`src/rtl/scd_pkg.sv`:
```
package scd_pkg;

  localparam int INSTR_W = 32;
  localparam int OP_W    = 6;
  localparam int FUNC_W  = 6;
  localparam int REG_AW  = 5;
  localparam int IMM_W   = 16;
  localparam int OP_LSB  = INSTR_W - OP_W;
  localparam int RT_LSB  = 16;
  localparam int RD_LSB  = 11;

  typedef enum logic [1:0] {EXT_SIGN = 2'd0, EXT_ZERO = 2'd1, EXT_HIGH = 2'd2} ext_sel_e;
  typedef enum logic       {BSRC_REG = 1'b0, BSRC_IMM = 1'b1} b_src_e;
  typedef enum logic [3:0] {
    ALU_ADD = 4'd0, ALU_SUB = 4'd1, ALU_AND = 4'd2, ALU_OR = 4'd3,
    ALU_XOR = 4'd4, ALU_NOR = 4'd5, ALU_SLT = 4'd6, ALU_SLTU = 4'd7,
    ALU_PASSB = 4'd8, ALU_ZTEST = 4'd9
  } alu_op_e;
  typedef enum logic [1:0] {WB_ALU = 2'd0, WB_MEM = 2'd1, WB_PC = 2'd2} wb_src_e;
  typedef enum logic [1:0] {DST_RT = 2'd0, DST_RD = 2'd1, DST_LINK = 2'd2} dst_sel_e;
  typedef enum logic [1:0] {PC_SEQ = 2'd0, PC_BRANCH = 2'd1, PC_RIND = 2'd2, PC_JABS = 2'd3} pc_src_e;

  typedef enum logic [3:0] {
    CL_BAD = 4'd0, CL_RR = 4'd1, CL_IMM_S = 4'd2, CL_IMM_U = 4'd3,
    CL_IMM_HI = 4'd4, CL_LOAD = 4'd5, CL_STORE = 4'd6, CL_BR_EQ = 4'd7,
    CL_BR_NE = 4'd8, CL_JUMP = 4'd9, CL_JLINK = 4'd10, CL_JREG = 4'd11,
    CL_JREG_LINK = 4'd12
  } instr_class_e;

  typedef struct packed {
    ext_sel_e ext;
    b_src_e   bsrc;
    alu_op_e  alu;
    logic     mem_we;
    logic     reg_we;
    wb_src_e  wb;
    dst_sel_e dst;
    pc_src_e  pc;
  } ctrl_t;

  localparam logic [OP_W-1:0] OPC_SPECIAL = 6'h00;
  localparam logic [OP_W-1:0] OPC_J       = 6'h02;
  localparam logic [OP_W-1:0] OPC_JAL     = 6'h03;
  localparam logic [OP_W-1:0] OPC_BEQZ    = 6'h04;
  localparam logic [OP_W-1:0] OPC_BNEZ    = 6'h05;
  localparam logic [OP_W-1:0] OPC_ADDI    = 6'h08;
  localparam logic [OP_W-1:0] OPC_ADDIU   = 6'h09;
  localparam logic [OP_W-1:0] OPC_SLTI    = 6'h0A;
  localparam logic [OP_W-1:0] OPC_SLTIU   = 6'h0B;
  localparam logic [OP_W-1:0] OPC_ANDI    = 6'h0C;
  localparam logic [OP_W-1:0] OPC_ORI     = 6'h0D;
  localparam logic [OP_W-1:0] OPC_XORI    = 6'h0E;
  localparam logic [OP_W-1:0] OPC_LUI     = 6'h0F;
  localparam logic [OP_W-1:0] OPC_LW      = 6'h23;
  localparam logic [OP_W-1:0] OPC_SW      = 6'h2B;

  localparam logic [FUNC_W-1:0] FN_JR   = 6'h08;
  localparam logic [FUNC_W-1:0] FN_JALR = 6'h09;
  localparam logic [FUNC_W-1:0] FN_ADD  = 6'h20;
  localparam logic [FUNC_W-1:0] FN_ADDU = 6'h21;
  localparam logic [FUNC_W-1:0] FN_SUB  = 6'h22;
  localparam logic [FUNC_W-1:0] FN_SUBU = 6'h23;
  localparam logic [FUNC_W-1:0] FN_AND  = 6'h24;
  localparam logic [FUNC_W-1:0] FN_OR   = 6'h25;
  localparam logic [FUNC_W-1:0] FN_XOR  = 6'h26;
  localparam logic [FUNC_W-1:0] FN_NOR  = 6'h27;
  localparam logic [FUNC_W-1:0] FN_SLT  = 6'h2A;
  localparam logic [FUNC_W-1:0] FN_SLTU = 6'h2B;

  // ALU operation of a register-register function code; ADD for unknown codes
  function automatic alu_op_e func_alu(input logic [FUNC_W-1:0] fn);
    case (fn)
      FN_ADD, FN_ADDU: return ALU_ADD;
      FN_SUB, FN_SUBU: return ALU_SUB;
      FN_AND:          return ALU_AND;
      FN_OR:           return ALU_OR;
      FN_XOR:          return ALU_XOR;
      FN_NOR:          return ALU_NOR;
      FN_SLT:          return ALU_SLT;
      FN_SLTU:         return ALU_SLTU;
      default:         return ALU_ADD;
    endcase
  endfunction

  function automatic logic func_is_alu(input logic [FUNC_W-1:0] fn);
    case (fn)
      FN_ADD, FN_ADDU, FN_SUB, FN_SUBU, FN_AND,
      FN_OR, FN_XOR, FN_NOR, FN_SLT, FN_SLTU: return 1'b1;
      default:                                return 1'b0;
    endcase
  endfunction

  // ALU operation of an immediate-form opcode
  function automatic alu_op_e opc_alu(input logic [OP_W-1:0] op);
    case (op)
      OPC_ADDI, OPC_ADDIU: return ALU_ADD;
      OPC_SLTI:            return ALU_SLT;
      OPC_SLTIU:           return ALU_SLTU;
      OPC_ANDI:            return ALU_AND;
      OPC_ORI:             return ALU_OR;
      OPC_XORI:            return ALU_XOR;
      OPC_LUI:             return ALU_PASSB;
      default:             return ALU_ADD;
    endcase
  endfunction

  function automatic instr_class_e classify(input logic [OP_W-1:0] op,
                                            input logic [FUNC_W-1:0] fn);
    case (op)
      OPC_SPECIAL: begin
        if (fn == FN_JR)        return CL_JREG;
        else if (fn == FN_JALR) return CL_JREG_LINK;
        else if (func_is_alu(fn)) return CL_RR;
        else                    return CL_BAD;
      end
      OPC_J:                                     return CL_JUMP;
      OPC_JAL:                                   return CL_JLINK;
      OPC_BEQZ:                                  return CL_BR_EQ;
      OPC_BNEZ:                                  return CL_BR_NE;
      OPC_ADDI, OPC_ADDIU, OPC_SLTI, OPC_SLTIU:  return CL_IMM_S;
      OPC_ANDI, OPC_ORI, OPC_XORI:               return CL_IMM_U;
      OPC_LUI:                                   return CL_IMM_HI;
      OPC_LW:                                    return CL_LOAD;
      OPC_SW:                                    return CL_STORE;
      default:                                   return CL_BAD;
    endcase
  endfunction

endpackage

```
`src/rtl/scd_classify.sv`:
```
module scd_classify
  import scd_pkg::*;
(
  input  logic [OP_W-1:0]   opcode_i,
  input  logic [FUNC_W-1:0] func_i,
  output instr_class_e      cls_o,
  output alu_op_e           func_op_o,
  output alu_op_e           imm_op_o
);

  always_comb begin
    cls_o     = classify(opcode_i, func_i);
    func_op_o = func_alu(func_i);
    imm_op_o  = opc_alu(opcode_i);
  end

endmodule

```
`src/rtl/scd_ctrl_table.sv`:
```
module scd_ctrl_table
  import scd_pkg::*;
(
  input  instr_class_e cls_i,
  input  logic         zero_flag_i,
  input  alu_op_e      func_op_i,
  input  alu_op_e      imm_op_i,
  output ctrl_t        ctrl_o
);

  // branch decision: flag high means the tested register is zero
  logic br_taken;
  always_comb begin
    br_taken = 1'b0;
    if (cls_i == CL_BR_EQ) br_taken = zero_flag_i;
    if (cls_i == CL_BR_NE) br_taken = ~zero_flag_i;
  end

  always_comb begin
    ctrl_o = '{ext: EXT_SIGN, bsrc: BSRC_REG, alu: ALU_ADD, mem_we: 1'b0,
               reg_we: 1'b0, wb: WB_ALU, dst: DST_RT, pc: PC_SEQ};
    case (cls_i)
      CL_RR: begin
        ctrl_o.alu    = func_op_i;
        ctrl_o.reg_we = 1'b1;
        ctrl_o.dst    = DST_RD;
      end
      CL_IMM_S, CL_IMM_U, CL_IMM_HI: begin
        ctrl_o.ext    = (cls_i == CL_IMM_U)  ? EXT_ZERO :
                        (cls_i == CL_IMM_HI) ? EXT_HIGH : EXT_SIGN;
        ctrl_o.bsrc   = BSRC_IMM;
        ctrl_o.alu    = imm_op_i;
        ctrl_o.reg_we = 1'b1;
      end
      CL_LOAD: begin
        ctrl_o.bsrc   = BSRC_IMM;
        ctrl_o.reg_we = 1'b1;
        ctrl_o.wb     = WB_MEM;
      end
      CL_STORE: begin
        ctrl_o.bsrc   = BSRC_IMM;
        ctrl_o.mem_we = 1'b1;
      end
      CL_BR_EQ, CL_BR_NE: begin
        ctrl_o.alu = ALU_ZTEST;
        ctrl_o.pc  = br_taken ? PC_BRANCH : PC_SEQ;
      end
      CL_JUMP: ctrl_o.pc = PC_JABS;
      CL_JREG: ctrl_o.pc = PC_RIND;
      CL_JLINK, CL_JREG_LINK: begin
        ctrl_o.pc     = (cls_i == CL_JLINK) ? PC_JABS : PC_RIND;
        ctrl_o.reg_we = 1'b1;
        ctrl_o.wb     = WB_PC;
        ctrl_o.dst    = DST_LINK;
      end
      default: ;
    endcase
  end

endmodule

```
`src/rtl/scd_imm_ext.sv`:
```
module scd_imm_ext
  import scd_pkg::*;
#(
  parameter int DATA_W = 32,
  parameter int IN_W   = 16
) (
  input  logic [IN_W-1:0]   imm_i,
  input  ext_sel_e          sel_i,
  output logic [DATA_W-1:0] ext_o
);

  localparam int PAD_W = DATA_W - IN_W;

  generate
    if (PAD_W > 0) begin : g_pad
      always_comb begin
        case (sel_i)
          EXT_SIGN: ext_o = {{PAD_W{imm_i[IN_W-1]}}, imm_i};
          EXT_ZERO: ext_o = {{PAD_W{1'b0}}, imm_i};
          EXT_HIGH: ext_o = {imm_i, {PAD_W{1'b0}}};
          default:  ext_o = '0;
        endcase
      end
    end else begin : g_flat
      logic unused_sel;
      assign unused_sel = ^sel_i;
      assign ext_o = imm_i[DATA_W-1:0];
    end
  endgenerate

endmodule

```
`src/rtl/sc_ctrl_decoder.sv`:
```
module sc_ctrl_decoder
  import scd_pkg::*;
#(
  parameter int DATA_W   = 32,
  parameter int LINK_REG = 31
) (
  input  logic [INSTR_W-1:0] instr_i,
  input  logic               zero_flag_i,
  output logic [1:0]         ext_sel_o,
  output logic               b_src_o,
  output logic [3:0]         alu_op_o,
  output logic               mem_we_o,
  output logic               reg_we_o,
  output logic [1:0]         wb_src_o,
  output logic [1:0]         dst_sel_o,
  output logic [1:0]         pc_src_o,
  output logic [REG_AW-1:0]  wr_reg_o,
  output logic [DATA_W-1:0]  imm_o
);

  logic [OP_W-1:0]   opcode;
  logic [FUNC_W-1:0] func;
  logic [REG_AW-1:0] rt_f;
  logic [REG_AW-1:0] rd_f;
  logic [IMM_W-1:0]  imm_f;

  assign opcode = instr_i[OP_LSB +: OP_W];
  assign func   = instr_i[FUNC_W-1:0];
  assign rt_f   = instr_i[RT_LSB +: REG_AW];
  assign rd_f   = instr_i[RD_LSB +: REG_AW];
  assign imm_f  = instr_i[IMM_W-1:0];

  instr_class_e cls;
  alu_op_e      func_op;
  alu_op_e      imm_op;
  ctrl_t        ctrl;

  scd_classify u_cls (
    .opcode_i  (opcode),
    .func_i    (func),
    .cls_o     (cls),
    .func_op_o (func_op),
    .imm_op_o  (imm_op)
  );

  scd_ctrl_table u_tbl (
    .cls_i       (cls),
    .zero_flag_i (zero_flag_i),
    .func_op_i   (func_op),
    .imm_op_i    (imm_op),
    .ctrl_o      (ctrl)
  );

  scd_imm_ext #(.DATA_W(DATA_W), .IN_W(IMM_W)) u_ext (
    .imm_i (imm_f),
    .sel_i (ctrl.ext),
    .ext_o (imm_o)
  );

  // named events for the checker
  logic ev_branch;
  logic ev_bad;
  assign ev_branch = (cls == CL_BR_EQ) || (cls == CL_BR_NE);
  assign ev_bad    = (cls == CL_BAD);

  always_comb begin
    case (ctrl.dst)
      DST_RD:   wr_reg_o = rd_f;
      DST_LINK: wr_reg_o = REG_AW'(LINK_REG);
      default:  wr_reg_o = rt_f;
    endcase
  end

  assign ext_sel_o = ctrl.ext;
  assign b_src_o   = ctrl.bsrc;
  assign alu_op_o  = ctrl.alu;
  assign mem_we_o  = ctrl.mem_we;
  assign reg_we_o  = ctrl.reg_we;
  assign wb_src_o  = ctrl.wb;
  assign dst_sel_o = ctrl.dst;
  assign pc_src_o  = ctrl.pc;

endmodule

```
`config.mk`:
```
export PLATFORM = sky130hd
export DESIGN_NAME = sc_ctrl_decoder
export DESIGN_NICKNAME = d
export VERILOG_FILES = /design/src/rtl/scd_pkg.sv /design/src/rtl/scd_classify.sv /design/src/rtl/scd_ctrl_table.sv /design/src/rtl/scd_imm_ext.sv /design/src/rtl/sc_ctrl_decoder.sv
export SDC_FILE = /design/constraint.sdc
export NUM_CORES = 1
export LEC_CHECK = 0
export ABC_CLOCK_PERIOD_IN_PS = 3900
export BUFFER_PORTS_ARGS = -buffer_cell sky130_fd_sc_hd__buf_4
export CORE_MARGIN = 2
export CORE_UTILIZATION = 39
export DETAILED_ROUTE_END_ITERATION = 12
export PLACE_DENSITY = 0.95
export RECOVER_POWER = 100
export SLEW_MARGIN = 10
export SYNTH_ARGS = -nofsm -noshare
export SYNTH_HDL_FRONTEND = slang
export SYNTH_SLANG_ARGS = --single-unit
```
`constraint.sdc`:
```
create_clock -name vclk -period 3.9
set_clock_uncertainty 0.05 [all_clocks]
set_input_delay 0.39 -clock vclk [all_inputs]
set_output_delay 0.39 -clock vclk [all_outputs]
set_load 0.03 [all_outputs]
```
==> run summary, run 1 <==
For the max-slew violation count, the log shows 0. The row count was 15; the post-place instance area was 0.001326 mm². Number of vias per cell after detailed routing: 5.000. The routed layout has 1,100 vias. For this run the aggregate overflow at the end of global routing stands at 0. For the via count of the first global-routing pass, the log shows 879. The maximum clock frequency is 296.4 MHz, and the count of antenna diodes in the layout is 0.

Summing the sequential cell areas from Yosys gives 0% of the chip area. The worst setup path is launched from an input pin. Summed over all cells, the static leakage comes to 0.5403 nW.

The run gives 0 as the hold violation count in the final report. In this run the vertical extent of the chip is 47.73 µm. The floorplan die area is 0.002278 mm². The tools report the type of destination of the critical path as a primary output. Global-route wire length before repair: 3.781 mm. Summed over its instances, the top area cell type makes up 15.10% of the synthesized netlist area. The area used by sequential logic in the layout came out at 0 µm².

Tracing the worst setup path back leads to its startpoint at instr_i[31]. The die width was 47.73 µm. The pin count of the biggest net entering global routing is 33, and the worst-margin pin slew is 1183 ps. The final hold slack was 1072 ps.

From synthesis to final layout, the design area changed by 51.68%. Synthesized area per cell: 5.872 µm². Yosys printed 0 warnings. In this run the worst hold path is classified as input pin to primary output. The worst setup path is of the input pin to primary output kind. Summed over all layers, the routed wires come to 2.774 mm. In this run the tool buffered the top-level ports with 80 buffer cells.

The number of DRC violations after detailed routing was 0; the final number of setup-violating endpoints was 0. Post-CTS repair changed the size of 0 cells. Data on the critical path is required at its endpoint by 3460 ps.

Data arrives at the worst endpoint at 2930 ps. Of the cells placed in the final design, the portion with a size suffix greater than 1 is 19.49%. Summed over all instances, the cell type with the most area after synthesis is sky130_fd_sc_hd__a21o_1. The tools report the startpoint of the tightest hold check path as instr_i[30]. The detailed router's first-iteration violation count came out at 28. Leaving out fill and tap cells, the most frequent cells in the layout are sky130_fd_sc_hd__clkbuf_1, sky130_fd_sc_hd__buf_4, sky130_fd_sc_hd__nor2b_1.

The count of max-cap constraint violations was 0. The floorplan step defined a core boundary enclosing 0.001764 mm². The library cell used most frequently in the layout, excluding fill and tap cells, is sky130_fd_sc_hd__clkbuf_1.

The initial antenna violation count is 0. The top-level I/O count came out at 85. Across every metal layer, demand over resource in global routing totals 22.05%. The routed wire length per instance came out at 12.61 µm.

The power per cell area was 133.3 mW/mm²; the final worst-path cycle share was 86.51%. The flip-flop and latch count is 0, and the initial cell density of the core is 42.27%. Along the worst path, the maximum fanout reaches 10.

Detailed placement finished with a half-perimeter wire length of 2.293 mm. For the final estimated routing congestion in global placement, the log shows 0.7477. The count of clock-net buffers in the final layout was 0. In this run the tightest slew margin relative to its limit is 21.10%.

The tools report the synthesized netlist net count as 163. The count of antenna-violating nets left after detailed routing was 0; the number of search-and-repair iterations in the first detailed-routing pass was 4. The post-route cell area came out at 0.001131 mm². The run gives 0.07133 mV as the worst vdd rail ir drop. In this run, post-CTS hold repair placed 0 buffers. Setup repair after global routing left no endpoint under its margin. The flow ran to the end, and the final reports show no timing, DRC or antenna violations. The number of different library cells used by synthesis comes to 35. By area the synthesized netlist is led by sky130_fd_sc_hd__a21o_1, sky130_fd_sc_hd__nor2b_1, sky130_fd_sc_hd__a21oi_1.

For the final routed database, the setup TNS stands at 0 ps. The final layout net count is 233, and the shortest clock period the worst path allows after layout is 3374 ps. After clock tree synthesis, the setup repair step added 0 buffers. The run gives 745.7 µm² as the post-synth design cell area. The gate count after technology mapping is 127.
[cell usage after synthesis (all sizes together)]
cell type,number
or3,2
o22ai,1
o32ai,1
nor2,14
buf,3
a22oi,1
a2111oi,1
or2,1
nand2b,3
nor4,2
nor2b,17
or4,1
nor3,3
nand3b,1
a21o,16
a21oi,11
nand2,11
xor2,1
o21ai,10
xnor2,1
ha,3
nand3,2
and2,2
a2bb2oi,1
or4b,2
nand4,1
inv,5
clkbuf,10
[cell type report]
cell class,count,area (µm²)
Multi-Input combinational cell,109,656.9
Fill cell,214,633.1
Timing Repair Buffer,81,424.2
Tap cell,25,31.28
Inverter,5,18.77
[power breakdown]
group,switching [mW],leakage [nW],total [mW],internal [mW]
Sequential,0,0,0,0
Clock,0,0,0,0
Combinational,0.101,0.540,0.151,0.0495
[worst paths after layout]
path,end,slack (ps),depth (start not counted)
setup / recovery,wr_reg_o[0],530,7
hold / removal,mem_we_o,1070,3
[routing by layer]
layer | wire length [µm] | vias to the layer above | track usage, %
met5 | 0 | - | 0
met4 | 0 | 0 | 0.5405
met3 | 172 | 0 | 0
met2 | 1526 | 47 | 45.33
met1 | 1075 | 480 | 26.44
li1 | - | 573 | -
[worst max-delay path, cell delays in order]
cell and delay [ps]:
sky130_fd_sc_hd__buf_4 130, sky130_fd_sc_hd__or4_1 620, sky130_fd_sc_hd__or4b_1 600, sky130_fd_sc_hd__nand2b_1 250, sky130_fd_sc_hd__ha_1 400, sky130_fd_sc_hd__o21ai_0 200, sky130_fd_sc_hd__clkbuf_1 330
[logic make-up (layout without fill, tap and decap cells)]
family / count (synthesis) / after routing / synth area share, %
adders and majority gates: 3 / 3 / 5.034
buffers and inverters: 18 / 86 / 10.74
AOI/OAI and AO/OA: 42 / 42 / 35.74
xor gates and xnor gates: 2 / 2 / 2.349
and+or+nand+nor: 62 / 62 / 46.14
[metrics by stage]
stage	power (mW)	cells	utilization, %	worst slack (ps)
2_1_floorplan	0.1010	127	-	491.1
6_report	0.1508	220	64.11	526.2
3_3_place_gp	0.1694	220	75.18	817.6
4_1_cts	0.1739	220	75.18	780.0
5_1_grt	0.1625	220	64.11	329.6
3_5_place_dp	0.1734	220	75.18	790.5
No activity file was read; power rests on OpenSTA's default activity.
==> run 2: changes to the inputs <==
- ABC_AREA: default -> 1
- ABC_CLOCK_PERIOD_IN_PS: 3900 -> 3100
- CORE_ASPECT_RATIO: default -> 0.6
- CORE_UTILIZATION: 39 -> 33
- PLACE_DENSITY: 0.95 -> 0.92
- clock period: 3.9 -> 3.1 ns (I/O delays scaled with it)
==> run 2 against run 1 <==
  * Utilization fell by 9.6 points
  * Global-route usage is 2.4 points lower
  * First-iteration DRC count rose to 3.2 times the previous value
  * Synthesized cell count rose by 21%
==> run summary, run 2 <==
The run finished with clean final reports. The final worst-path cycle share works out to 82.11%. The logs give 54.47% (was 64.11%) for the share of the core filled with cells in the final layout and 4.581 mm (was 3.781 mm) for the global-route wire length before repair. For the post-place instance area, the log shows 0.001376 mm² (was 0.001326 mm²). The tools report the synthesized netlist net count as 190 (was 163). For the final number of setup-violating endpoints, the log shows 0 (unchanged). The count of clock-net buffers in the final layout is 0 (unchanged).

Worst hold path class: input pin to primary output (unchanged). The final estimated routing congestion in global placement came out at 0.9063 (was 0.7477). The number of buffers added on ports was 80 (unchanged). Leading post-synthesis cells by cell area: sky130_fd_sc_hd__nor2_1, sky130_fd_sc_hd__nand2_1, sky130_fd_sc_hd__inv_1 (was sky130_fd_sc_hd__a21o_1, sky130_fd_sc_hd__nor2b_1, sky130_fd_sc_hd__a21oi_1). The post-synth design cell area was 775.7 µm² (was 745.7 µm²).

The routed wire length per instance is 10.64 µm (was 12.61 µm). The logs give 19.63% (was 22.05%) for the overall global routing resource usage and 0 (unchanged) for the number of buffers added to fix hold violations after cts. The share of layout cells above drive strength 1 works out to 21.83% (was 19.49%). Critical path required time: 2740 ps (was 3460 ps). The instance count after placement with tap cells included is 259 (was 220).

The run gives 2.383 mm (was 2.293 mm) as the post-DP HPWL. Final hold slack: 916.1 ps (was 1072 ps). The power per cell area was 158.7 mW/mm² (was 133.3 mW/mm²). The total power after layout was 189.8 µW (was 150.8 µW); the number of search-and-repair iterations in the first detailed-routing pass was 4 (unchanged). The library cell with the highest instance count after synthesis was sky130_fd_sc_hd__nor2_1 (was sky130_fd_sc_hd__nor2b_1). The type of destination of the critical path is a primary output (unchanged).

The leakage power is 0.6893 nW (was 0.5403 nW), and the cell depth of the worst hold path is 4 (was 3). The count of antenna-violating nets left after detailed routing is 0 (unchanged), and the yosys synthesis warning count is 0 (unchanged). The run gives 2.755 mm (was 2.774 mm) as the final routed wirelength across all metal layers. The area share of the leading cell type in the synthesized netlist is 14.52% (was 15.10%), and the worst setup slack after placement is 802.6 ps (was 790.5 ps).

The final layout net count is 267 (was 233). The run gives 1,035 (was 879) as the via count of the first global-routing pass. Startpoint of the tightest hold check path: instr_i[15] (was instr_i[30]). Setup repair after global routing left no endpoint under its margin.

The count of max-cap constraint violations is 0 (unchanged), and the flip-flop and latch count is 0 (unchanged). The maximum fanout count along the critical path was 6 (was 10). Type of origin of the critical path: an input pin (unchanged).

Most common library cell in the layout ignoring fill and taps: sky130_fd_sc_hd__clkbuf_1 (unchanged). The tools report the count of antenna diodes in the layout as 0 (unchanged). The maximum clock frequency came out at 392.9 MHz. The number of DRC violations after detailed routing is 0 (unchanged), and the initial antenna violation count is 0 (unchanged).

The logs give 24 (was 35) for the count of cell types in the netlist and 0 (unchanged) for the count of instances resized after the clock tree is built. The shortest clock period the worst path allows after layout was 2545 ps. The proportion of synthesized chip area in sequential cells came out at 0% (unchanged). The synthesis-to-layout area growth is 54.19% (was 51.68%).

The via count was 1,217 (was 1,100). The tools report the gate count after technology mapping as 154 (was 127). For the hold violation count in the final report, the log shows 0 (unchanged).

The area used by sequential logic in the layout is 0 µm² (unchanged), and the residual overflow from global routing is 0 (unchanged). Most frequent cells in the layout: sky130_fd_sc_hd__clkbuf_1, sky130_fd_sc_hd__buf_4, sky130_fd_sc_hd__nor2_1 (was sky130_fd_sc_hd__clkbuf_1, sky130_fd_sc_hd__buf_4, sky130_fd_sc_hd__nor2b_1). The tools report the worst min-delay path endpoint as imm_o[31] (was mem_we_o).

The floorplan die area is 0.002767 mm² (was 0.002278 mm²). The pin count of the biggest net entering global routing is 19 (was 33), and the initial cell density of the core is 35.33% (was 42.27%). The row count is 13 (was 15), and the post-route cell area is 0.001196 mm² (was 0.001131 mm²). The worst-margin pin slew was 531.5 ps (was 1183 ps); the synthesized area per cell was 5.037 µm² (was 5.872 µm²). For the number of buffers inserted to repair setup after CTS, the log shows 0 (unchanged).

For the sum of negative setup slack, the log shows 0 ps (unchanged). For the area inside the core boundary, the log shows 0.002196 mm² (was 0.001764 mm²). The die width came out at 66.60 µm (was 47.73 µm). The final cell count without fillers was 259 (was 220); the max-slew violation count was 0 (unchanged). The tools report the worst path setup slack after routing as 554.7 ps (was 526.2 ps). The detailed router's first-iteration violation count came out at 89 (was 28). The type of the worst setup path was input pin to primary output (unchanged). Number of vias per cell after detailed routing: 4.699 (was 5.000).

Leading post-synthesis cells by instance count: sky130_fd_sc_hd__nor2_1, sky130_fd_sc_hd__nand2_1, sky130_fd_sc_hd__inv_1 (was sky130_fd_sc_hd__nor2b_1, sky130_fd_sc_hd__a21o_1, sky130_fd_sc_hd__nor2_1). The run gives 2190 ps (was 2930 ps) as the signal arrival time at the worst endpoint. The library cell occupying the most area in the post-synthesis netlist was sky130_fd_sc_hd__nor2_1 (was sky130_fd_sc_hd__a21o_1). The die outline height came out at 41.56 µm (was 47.73 µm).

The top-level I/O count is 85 (unchanged). The worst vdd rail ir drop was 0.09794 mV (was 0.07133 mV). Normalized max-slew margin: 64.48% (was 21.10%).
## run 2: cell count changes after synthesis, moves of 3 or more
cell and change:
sky130_fd_sc_hd__a21o_1 -15, sky130_fd_sc_hd__a21oi_1 -6, sky130_fd_sc_hd__clkbuf_1 -9, sky130_fd_sc_hd__inv_1 +21, sky130_fd_sc_hd__inv_2 +3, sky130_fd_sc_hd__nand2_1 +18
sky130_fd_sc_hd__nand3_1 +9, sky130_fd_sc_hd__nand4_1 +6, sky130_fd_sc_hd__nor2_1 +17, sky130_fd_sc_hd__nor2b_1 -17, sky130_fd_sc_hd__o21ai_2 +9
## run 2: metal layers
metal  track usage (%)  share of wire [%]
met5                 0                  0
met4                 0                  0
met3             1.355                7.4
met2             31.80                 44
met1             30.03                 48
## run 2: cells by family (layout without fill, tap and decap cells)
group | count (synthesis) | after routing | synth area share [%]
AND/OR/NAND/NOR | 85 | 85 | 50.64
buffers and inverters | 36 | 111 | 20.16
AO/OA/AOI/OAI | 30 | 30 | 24.35
adder cells (fa/ha/maj) | 3 | 3 | 4.839
## run 2: power by group
| group | internal (mW) | switching (mW) |
|---|---|---|
| Sequential | 0 | 0 |
| Clock | 0 | 0 |
| Combinational | 0.0576 | 0.132 |
## run 2: worst max-delay path, cell delays in order
cell	delay [ps]
sky130_fd_sc_hd__buf_4	130
sky130_fd_sc_hd__nor2_1	220
sky130_fd_sc_hd__nand2_1	80
sky130_fd_sc_hd__nor2_1	210
sky130_fd_sc_hd__nand2_1	220
sky130_fd_sc_hd__inv_1	190
sky130_fd_sc_hd__ha_1	250
sky130_fd_sc_hd__a21oi_1	80
sky130_fd_sc_hd__o21ai_0	160
sky130_fd_sc_hd__clkbuf_1	330
## run 2: how the worst max path moves through the flow
stage	from	endpoint	slack, ps
2_1_floorplan	instr_i[29]	wr_reg_o[0]	720
3_3_place_gp	instr_i[29]	wr_reg_o[2]	810
3_5_place_dp	instr_i[29]	wr_reg_o[2]	800
4_1_cts	instr_i[29]	wr_reg_o[2]	790
5_1_grt	instr_i[29]	wr_reg_o[4]	340
6_report	instr_i[29]	wr_reg_o[4]	550
## run 2: layout make-up
class                      instances  area [µm²]
timing repair buffer              80       442.9
inverter                          31       118.9
tap                               30       37.54
multi-input combinational        118       596.8
fill                             280       999.7
